<file path="config.mk">
export PLATFORM = sky130hd
export DESIGN_NAME = store_buffer_fwd
export DESIGN_NICKNAME = d
export VERILOG_FILES = /design/src/rtl/sb_pkg.sv /design/src/rtl/sb_forward.sv /design/src/rtl/sb_issue_sel.sv /design/src/rtl/store_buffer_fwd.sv
export SDC_FILE = /design/constraint.sdc
export NUM_CORES = 1
export LEC_CHECK = 0
export BUFFER_PORTS_ARGS = -buffer_cell sky130_fd_sc_hd__buf_2
export CAP_MARGIN = 10
export CELL_PAD_IN_SITES_DETAIL_PLACEMENT = 1
export CELL_PAD_IN_SITES_GLOBAL_PLACEMENT = 1
export CORE_UTILIZATION = 54
export CTS_CLUSTER_DIAMETER = 60
export CTS_CLUSTER_SIZE = 30
export DETAILED_ROUTE_END_ITERATION = 7
export MAX_ROUTING_LAYER = met4
export PLACE_DENSITY = 0.9
export SLEW_MARGIN = 20
export SYNTH_ARGS = -nofsm -noshare
export SYNTH_HDL_FRONTEND = slang
export SYNTH_HIERARCHICAL = 1
export SYNTH_SLANG_ARGS = --single-unit
export TNS_END_PERCENT = 1
</file>
<file path="constraint.sdc">
create_clock -name clk -period 16.5 [get_ports clk]
set_input_delay 3.3 -clock clk [delete_from_list [all_inputs] [get_ports clk]]
set_output_delay 3.3 -clock clk [all_outputs]
set_load 0.05 [all_outputs]
</file>
<file path="src/rtl/sb_pkg.sv">
`timescale 1ns/1ps
package sb_pkg;
  typedef enum logic [1:0] {
    SB_STORE   = 2'd0,
    SB_MAINT   = 2'd1,
    SB_BARRIER = 2'd2
  } sb_kind_e;

  typedef enum logic [1:0] {
    COV_NONE    = 2'd0,
    COV_PARTIAL = 2'd1,
    COV_FULL    = 2'd2
  } sb_cov_e;
endpackage

</file>
<file path="src/rtl/sb_forward.sv">
`timescale 1ns/1ps
module sb_forward import sb_pkg::*; #(
  parameter int NSLOT = 4,
  parameter int AW    = 8,
  parameter int MAXB  = 4,
  parameter int TIDW  = 1,
  localparam int SW   = $clog2(MAXB + 1),
  localparam int IDW  = (NSLOT > 1) ? $clog2(NSLOT) : 1,
  localparam int CW   = $clog2(NSLOT + 1),
  localparam int DW   = 8 * MAXB,
  localparam int OFW  = (MAXB > 1) ? $clog2(MAXB) : 1
) (
  input  logic                           clk,
  input  logic                           rst,
  input  logic                           ld_valid,
  input  logic [TIDW-1:0]                ld_tid,
  input  logic [AW-1:0]                  ld_addr,
  input  logic [SW-1:0]                  ld_size,
  input  logic [CW-1:0]                  cnt,
  input  logic [NSLOT-1:0][IDW-1:0]      ord,
  input  logic [NSLOT-1:0][AW-1:0]       e_addr,
  input  logic [NSLOT-1:0][SW-1:0]       e_size,
  input  logic [NSLOT-1:0][DW-1:0]       e_data,
  input  logic [NSLOT-1:0][TIDW-1:0]     e_tid,
  input  logic [NSLOT-1:0][1:0]          e_kind,
  output logic                           fw_valid,
  output logic [1:0]                     fw_cov,
  output logic [IDW-1:0]                 fw_slot,
  output logic [DW-1:0]                  fw_data
);
  sb_cov_e          cov;
  logic             hit;
  logic [IDW-1:0]   id, hslot;
  logic [AW:0]      l_end, s_end;
  logic [OFW-1:0]   off;
  logic [DW-1:0]    lmask, hdata;

  // byte mask of the load size
  always_comb begin
    lmask = '0;
    for (int b = 0; b < MAXB; b++)
      if (SW'(b) < ld_size) lmask[b*8 +: 8] = 8'hFF;
  end

  // youngest-to-oldest search, first overlapping eligible store wins
  always_comb begin
    hit   = 1'b0;
    cov   = COV_NONE;
    hslot = '0;
    hdata = '0;
    id    = '0;
    off   = '0;
    s_end = '0;
    l_end = {1'b0, ld_addr} + (AW+1)'(ld_size);
    for (int i = NSLOT - 1; i >= 0; i--) begin
      if (!hit && (CW'(i) < cnt)) begin
        id    = ord[i];
        s_end = {1'b0, e_addr[id]} + (AW+1)'(e_size[id]);
        if (e_kind[id] == SB_STORE && e_tid[id] == ld_tid &&
            !(({1'b0, ld_addr} >= s_end) || (l_end <= {1'b0, e_addr[id]}))) begin
          hit   = 1'b1;
          hslot = id;
          if (ld_addr >= e_addr[id] && l_end <= s_end) begin
            cov   = COV_FULL;
            off   = OFW'(ld_addr - e_addr[id]);
            hdata = (e_data[id] >> {off, 3'b000}) & lmask;
          end else begin
            cov = COV_PARTIAL;
          end
        end
      end
    end
  end

  always_ff @(posedge clk) begin
    if (rst) begin
      fw_valid <= 1'b0;
      fw_cov   <= COV_NONE;
      fw_slot  <= '0;
      fw_data  <= '0;
    end else begin
      fw_valid <= ld_valid;
      fw_cov   <= ld_valid ? cov : COV_NONE;
      fw_slot  <= ld_valid ? hslot : '0;
      fw_data  <= ld_valid ? hdata : '0;
    end
  end

  // forwarded data only accompanies full coverage
  p_data_only_full_r10: assert property (@(posedge clk) disable iff (rst)
    (fw_cov != COV_FULL) |-> (fw_data == '0));
endmodule

</file>
<file path="src/rtl/sb_issue_sel.sv">
`timescale 1ns/1ps
module sb_issue_sel #(
  parameter int NSLOT     = 4,
  parameter int ISSUE_MAX = 2,
  localparam int IDW      = (NSLOT > 1) ? $clog2(NSLOT) : 1,
  localparam int CW       = $clog2(NSLOT + 1)
) (
  input  logic [CW-1:0]                  cnt,
  input  logic [NSLOT-1:0][IDW-1:0]      ord,
  input  logic [NSLOT-1:0]               cand,
  input  logic [ISSUE_MAX-1:0]           ready,
  output logic [ISSUE_MAX-1:0]           lane_v,
  output logic [ISSUE_MAX-1:0][IDW-1:0]  lane_id,
  output logic [ISSUE_MAX-1:0]           fire
);
  int k;
  logic gate;

  // oldest unissued candidates fill lanes in order
  always_comb begin
    k       = 0;
    lane_v  = '0;
    lane_id = '0;
    for (int i = 0; i < NSLOT; i++) begin
      if ((CW'(i) < cnt) && cand[ord[i]] && (k < ISSUE_MAX)) begin
        lane_v[k]  = 1'b1;
        lane_id[k] = ord[i];
        k          = k + 1;
      end
    end
  end

  // a lane fires only if all earlier lanes fire
  always_comb begin
    gate = 1'b1;
    for (int l = 0; l < ISSUE_MAX; l++) begin
      fire[l] = gate & lane_v[l] & ready[l];
      gate    = fire[l];
    end
  end
endmodule

</file>
<file path="src/rtl/store_buffer_fwd.sv">
`timescale 1ns/1ps
module store_buffer_fwd import sb_pkg::*; #(
  parameter int NSLOT     = 4,
  parameter int AW        = 8,
  parameter int MAXB      = 4,
  parameter int ISSUE_MAX = 2,
  parameter int TIDW      = 1,
  localparam int SW       = $clog2(MAXB + 1),
  localparam int IDW      = (NSLOT > 1) ? $clog2(NSLOT) : 1,
  localparam int CW       = $clog2(NSLOT + 1),
  localparam int DW       = 8 * MAXB
) (
  input  logic                      clk,
  input  logic                      rst,
  input  logic                      in_valid,
  input  logic [1:0]                in_kind,
  input  logic [TIDW-1:0]           in_tid,
  input  logic [AW-1:0]             in_addr,
  input  logic [SW-1:0]             in_size,
  input  logic [DW-1:0]             in_data,
  output logic                      in_full,
  output logic                      in_overflow,
  output logic [ISSUE_MAX-1:0]      mem_req_valid,
  output logic [ISSUE_MAX-1:0]      mem_req_maint,
  output logic [ISSUE_MAX*AW-1:0]   mem_req_addr,
  output logic [ISSUE_MAX*SW-1:0]   mem_req_size,
  output logic [ISSUE_MAX*DW-1:0]   mem_req_data,
  output logic [ISSUE_MAX*IDW-1:0]  mem_req_slot,
  input  logic [ISSUE_MAX-1:0]      mem_req_ready,
  input  logic                      mem_done_valid,
  input  logic [IDW-1:0]            mem_done_slot,
  output logic [CW-1:0]             bar_clear_cnt,
  output logic [CW-1:0]             unissued_cnt,
  input  logic                      ld_valid,
  input  logic [TIDW-1:0]           ld_tid,
  input  logic [AW-1:0]             ld_addr,
  input  logic [SW-1:0]             ld_size,
  output logic                      fw_valid,
  output logic [1:0]                fw_cov,
  output logic [IDW-1:0]            fw_slot,
  output logic [DW-1:0]             fw_data
);
  // slot storage, written only on insertion
  logic [NSLOT-1:0][AW-1:0]   addr_q;
  logic [NSLOT-1:0][SW-1:0]   size_q;
  logic [NSLOT-1:0][DW-1:0]   data_q;
  logic [NSLOT-1:0][TIDW-1:0] tid_q;
  logic [NSLOT-1:0][1:0]      kind_q;
  logic [NSLOT-1:0]           used_q, issued_q;
  // age order of occupied slots, position 0 is oldest
  logic [NSLOT-1:0][IDW-1:0]  ord_q, nord;
  logic [CW-1:0]              cnt_q, ncnt;
  logic [CW-1:0]              unissued_q, bar_clr_q;
  logic                       ovf_q;

  logic [IDW-1:0]             free_id;
  logic                       free_found, ins_ok, ins_nb;
  logic [NSLOT-1:0]           keep, drop_bar, freed, ins_mask, fired_phys;
  logic [NSLOT-1:0]           cand, nonbar;
  logic                       run;
  int                         j;

  logic [ISSUE_MAX-1:0]            lane_v, fire;
  logic [ISSUE_MAX-1:0][IDW-1:0]   lane_id;

  assign in_full = (cnt_q == CW'(NSLOT));
  assign ins_ok  = in_valid && !in_full;
  assign ins_nb  = ins_ok && (in_kind != SB_BARRIER);

  always_comb begin
    free_id    = '0;
    free_found = 1'b0;
    for (int i = 0; i < NSLOT; i++)
      if (!used_q[i] && !free_found) begin
        free_id    = IDW'(i);
        free_found = 1'b1;
      end
  end

  always_comb begin
    for (int i = 0; i < NSLOT; i++) begin
      nonbar[i] = (kind_q[i] != SB_BARRIER);
      cand[i]   = used_q[i] && !issued_q[i] && nonbar[i];
    end
  end

  // removal: head barrier run, plus the completed slot
  always_comb begin
    run      = 1'b1;
    drop_bar = '0;
    keep     = '0;
    freed    = '0;
    for (int i = 0; i < NSLOT; i++) begin
      run         = run && (CW'(i) < cnt_q) && (kind_q[ord_q[i]] == SB_BARRIER);
      drop_bar[i] = run;
      keep[i]     = (CW'(i) < cnt_q) && !run &&
                    !(mem_done_valid && ord_q[i] == mem_done_slot);
      if ((CW'(i) < cnt_q) && !keep[i]) freed[ord_q[i]] = 1'b1;
    end
  end

  // compaction of survivors, then append the new entry
  always_comb begin
    nord = '0;
    j    = 0;
    for (int i = 0; i < NSLOT; i++)
      if (keep[i]) begin
        nord[j] = ord_q[i];
        j       = j + 1;
      end
    if (ins_ok && j < NSLOT) begin
      nord[j] = free_id;
      j       = j + 1;
    end
    ncnt = CW'(j);
  end

  always_comb begin
    ins_mask = '0;
    if (ins_ok) ins_mask[free_id] = 1'b1;
    fired_phys = '0;
    for (int l = 0; l < ISSUE_MAX; l++)
      if (fire[l]) fired_phys[lane_id[l]] = 1'b1;
  end

  sb_issue_sel #(.NSLOT(NSLOT), .ISSUE_MAX(ISSUE_MAX)) i_issue (
    .cnt     (cnt_q),
    .ord     (ord_q),
    .cand    (cand),
    .ready   (mem_req_ready),
    .lane_v  (lane_v),
    .lane_id (lane_id),
    .fire    (fire)
  );

  generate
    for (genvar g = 0; g < ISSUE_MAX; g++) begin : g_lane
      assign mem_req_addr[g*AW +: AW]   = addr_q[lane_id[g]];
      assign mem_req_size[g*SW +: SW]   = size_q[lane_id[g]];
      assign mem_req_data[g*DW +: DW]   = data_q[lane_id[g]];
      assign mem_req_slot[g*IDW +: IDW] = lane_id[g];
      assign mem_req_maint[g]           = lane_v[g] && (kind_q[lane_id[g]] == SB_MAINT);
    end
  endgenerate
  assign mem_req_valid = lane_v;

  always_ff @(posedge clk) begin
    if (ins_ok) begin
      addr_q[free_id] <= in_addr;
      size_q[free_id] <= in_size;
      data_q[free_id] <= in_data;
      tid_q[free_id]  <= in_tid;
      kind_q[free_id] <= in_kind;
    end
  end

  always_ff @(posedge clk) begin
    if (rst) begin
      used_q     <= '0;
      issued_q   <= '0;
      ord_q      <= '0;
      cnt_q      <= '0;
      unissued_q <= '0;
      bar_clr_q  <= '0;
      ovf_q      <= 1'b0;
    end else begin
      used_q     <= (used_q & ~freed) | ins_mask;
      issued_q   <= (issued_q | fired_phys) & ~ins_mask;
      ord_q      <= nord;
      cnt_q      <= ncnt;
      unissued_q <= unissued_q + CW'(ins_nb) - CW'($countones(fire));
      bar_clr_q  <= CW'($countones(drop_bar));
      ovf_q      <= in_valid && !ins_ok;
    end
  end

  assign unissued_cnt  = unissued_q;
  assign bar_clear_cnt = bar_clr_q;
  assign in_overflow   = ovf_q;

  sb_forward #(.NSLOT(NSLOT), .AW(AW), .MAXB(MAXB), .TIDW(TIDW)) i_fwd (
    .clk      (clk),
    .rst      (rst),
    .ld_valid (ld_valid),
    .ld_tid   (ld_tid),
    .ld_addr  (ld_addr),
    .ld_size  (ld_size),
    .cnt      (cnt_q),
    .ord      (ord_q),
    .e_addr   (addr_q),
    .e_size   (size_q),
    .e_data   (data_q),
    .e_tid    (tid_q),
    .e_kind   (kind_q),
    .fw_valid (fw_valid),
    .fw_cov   (fw_cov),
    .fw_slot  (fw_slot),
    .fw_data  (fw_data)
  );

  // occupancy never exceeds the slot count
  p_no_overflow_r3: assert property (@(posedge clk) disable iff (rst)
    cnt_q <= CW'(NSLOT));
  // insertion into a full buffer is flagged next cycle
  p_drop_flag_r3: assert property (@(posedge clk) disable iff (rst)
    (in_valid && in_full) |=> in_overflow);
  // completion only for an occupied, issued slot
  p_done_issued_r4: assert property (@(posedge clk) disable iff (rst)
    mem_done_valid |-> (used_q[mem_done_slot] && issued_q[mem_done_slot]));
  // counter agrees with slot state
  p_unissued_track_r6: assert property (@(posedge clk) disable iff (rst)
    unissued_q == CW'($countones(used_q & ~issued_q & nonbar)));
  // cannot clear more barriers than were held
  p_bar_bound_r5: assert property (@(posedge clk) disable iff (rst)
    bar_clear_cnt <= $past(cnt_q));
endmodule

</file>
==> impl_metrics.ini <==
[timing]
hold_viol = 0
period_needed_ns = 9.37
drv_slew = 0
fin_ws_ns = 7.13
rsz0062_at_grt = no
max_freq_ghz = 0.107
finClkSkew_ns = 0.0210
tns_ns = 0
finalSetupViolCount = 0
max_slew_margin = 0.244
worstMarginPinSlew_ns = 1.13
period_share = 0.568

[clocking]
path_clk_slew_ns = 0.07
cts_tree = done
cts.sinks = 247
cts.htree.levels = 1
cts_buffers = 28
cts_resized = 0
insertion_delay_ns = 0.61
cts_hold_buf = 0
clockBufferDepth = 3
cts_root_buffer = clkbuf_16
postCtsSetupBuffers = 0

[cells_and_area]
drive_above_1_share = 0.318
design_area_mm2 = 0.0250
final_util = 0.611
num-nets-final = 2256
syn2layout_area_growth_pct = 11.5
fill_cells = 4176

[global_route]
grt_pass1_wl_mm = 142
grt_max_degree = 57
grt_overflow_total = 0
groute.usage.overall = 0.474
antenna_found_initial = 12
grt_pass1_vias = 20800

[outcome]
status = completed

[routing]
postRouteWirelength_mm = 97.0
drt_iter0_drc = 3338
vias = 20800
routed_wire_length_per_instance_um = 37.4
via_per_inst = 8.00
dr.pass1.iters = 6
drc = 0
drtAntennaViolNets = 0

[worst_hold_path]
hold_class = flop to flop

[setup_path]
regToRegSetupSlack_ns = 9.31
end_kind = output port
ff2ff_path_depth = 16
r2r-end = i_fwd/fw_data[29]$_SDFF_PP0_
start_kind = flop
cp-startpoint = kind_q[6]$_DFFE_PP_
cp.arrival_ns = 6.07
cp.required_ns = 13.20
crit_end = mem_req_data[40]
cp_max_fo = 34
r2r-start = ord_q[6]$_SDFF_PP0_
crit_type = flop to output port

[logic_synthesis]
yosysWarnings = 6
synth-seq-cells = 247
synth_ff_type = edfxtp_1
postSynthCellCount = 1880
syn_avg_cell_area_um2 = 11.9
synth_edf_count = 184
synth_cell_types = 102
async_flop_share = 0
syn_area_mm2 = 0.0224
synthTopCellsByArea = mux4_2 27%, edfxtp_1 25%, ha_1 8.4%
synth_most_common_cell = mux4_2
synthTopCellsByCount = 271 x mux4_2, 184 x edfxtp_1, 150 x ha_1, 129 x nor2_1, 90 x a21oi_1
yosys.area.top_type_share = 0.272
synth_fp_nets = 2108
yosys.area.top_type = mux4_2
seq_area_frac_synth = 0.302

[placement]
post_dp_cell_area_mm2 = 0.0240
gp_routability_congestion = 1.08
hpwl_mm = 67.7
dp_slack_ns = 7.80
io_buffer_count = 205

[power_and_ir_drop]
ir_worst_vdd_mv = 0.130
leakagePower_nw = 8.97
power_density_mw_per_mm2 = 138

[flow_run]
maxCapViolations = 0

[floorplan]
die_x_um = 206
core_mm2 = 0.0409
row_count = 74
io_pins = 206
die_y_um = 206
start_util = 0.548
die-area_mm2 = 0.0424
-- cell usage in the layout, fill, tap and decap left out, drive strengths merged, types with 15 or more instances in the layout --
cell / n
a2111oi: 15
a211oi: 34
a21o: 24
a21oi: 93
a221oi: 16
a31oi: 26
buf: 239
clkbuf: 28
dfxtp: 63
edfxtp: 184
ha: 150
inv: 102
mux2: 32
mux2i: 76
mux4: 271
nand2: 82
nand2b: 17
nand3: 38
nand4: 18
nor2: 132
nor2b: 35
nor3: 38
o211ai: 22
o21a: 20
o21ai: 61
o32ai: 19
xnor2: 35
-- metal layers --
metal | vias up | GRT usage | wire length, um
met3 | 452 | 0.184 | 15100
met5 | - | - | 0
met1 | 10400 | 0.592 | 34000
met4 | 0 | 0.191 | 5000
li1 | 7966 | - | -
met2 | 1988 | 0.692 | 42900
-- worst min path at each step --
| stage | startpoint | to | slack [ns] | cells past startpoint |
|---|---|---|---|---|
| floorplan | issued_q[1]$_SDFF_PP0_ | issued_q[1]$_SDFF_PP0_ | 0.47 | 2 |
| finish | issued_q[1]$_SDFF_PP0_ | issued_q[1]$_SDFF_PP0_ | 0.57 | 2 |
| global route | issued_q[1]$_SDFF_PP0_ | issued_q[1]$_SDFF_PP0_ | 0.60 | 2 |
| global placement | issued_q[1]$_SDFF_PP0_ | issued_q[1]$_SDFF_PP0_ | 0.49 | 2 |
| CTS | issued_q[1]$_SDFF_PP0_ | issued_q[1]$_SDFF_PP0_ | 0.57 | 2 |
| detailed placement | issued_q[1]$_SDFF_PP0_ | issued_q[1]$_SDFF_PP0_ | 0.53 | 2 |
-- layout make-up --
cell class                      count  area (um2)  area share
Antenna cell                       12        30.0     0.00120
Clock buffer                       28         701      0.0280
Clock inverter                     24         317      0.0127
Inverter                           90         352      0.0141
Multi-Input combinational cell   1422       14900       0.594
Sequential cell                   247        6810       0.272
Tap cell                          532         666      0.0266
Timing Repair Buffer              239        1280      0.0514
-- where the power goes --
part	internal, W	switching (W)	leakage, nW
clock	0.000355	0.000340	0.487
combinational	0.000678	0.00127	6.28
sequential	0.000716	0.0000858	2.20
-- sequential cells by signal, summed over array words and instances (netlist names), 4 cells and up --
signal,count
data_q,128
addr_q,32
i_fwd/fw_data,32
size_q,12
kind_q,8
ord_q,8
issued_q,4
tid_q,4
used_q,4
-- critical path: stages, from the launching register on --
cell	delay, ns
edfxtp_1	0.47
and2b_1	0.27
nor3b_1	0.13
mux4_2	0.57
o31ai_2	0.14
inv_2	0.12
ha_1	0.24
nand2b_1	0.15
a21oi_1	0.38
nand2_1	0.17
o31ai_2	0.59
mux2_4	0.48
buf_4	0.77
mux4_2	0.69
buf_2	0.26
-- cells by family (layout without fill, tap and decap cells) --
family	Yosys count	in the layout	share of synthesized area
simple gates	425	425	0.0958
compound gates	412	412	0.130
mux	379	379	0.322
flops	247	247	0.302
buf+inv	211	381	0.0381
fa+ha+maj	163	163	0.0943
xor+xnor	43	43	0.0168
other cells	0	12	0
-- stage by stage --
step | hold slack (ns) | cells | power, W
floorplan | 0.469 | 1880 | 0.00204
detailed placement | 0.530 | 2530 | 0.00264
global placement | 0.487 | 2530 | 0.00255
global route | 0.600 | 2594 | 0.00354
finish | 0.574 | 2594 | 0.00345
CTS | 0.575 | 2582 | 0.00335
No activity file was read; power rests on OpenSTA's default activity.
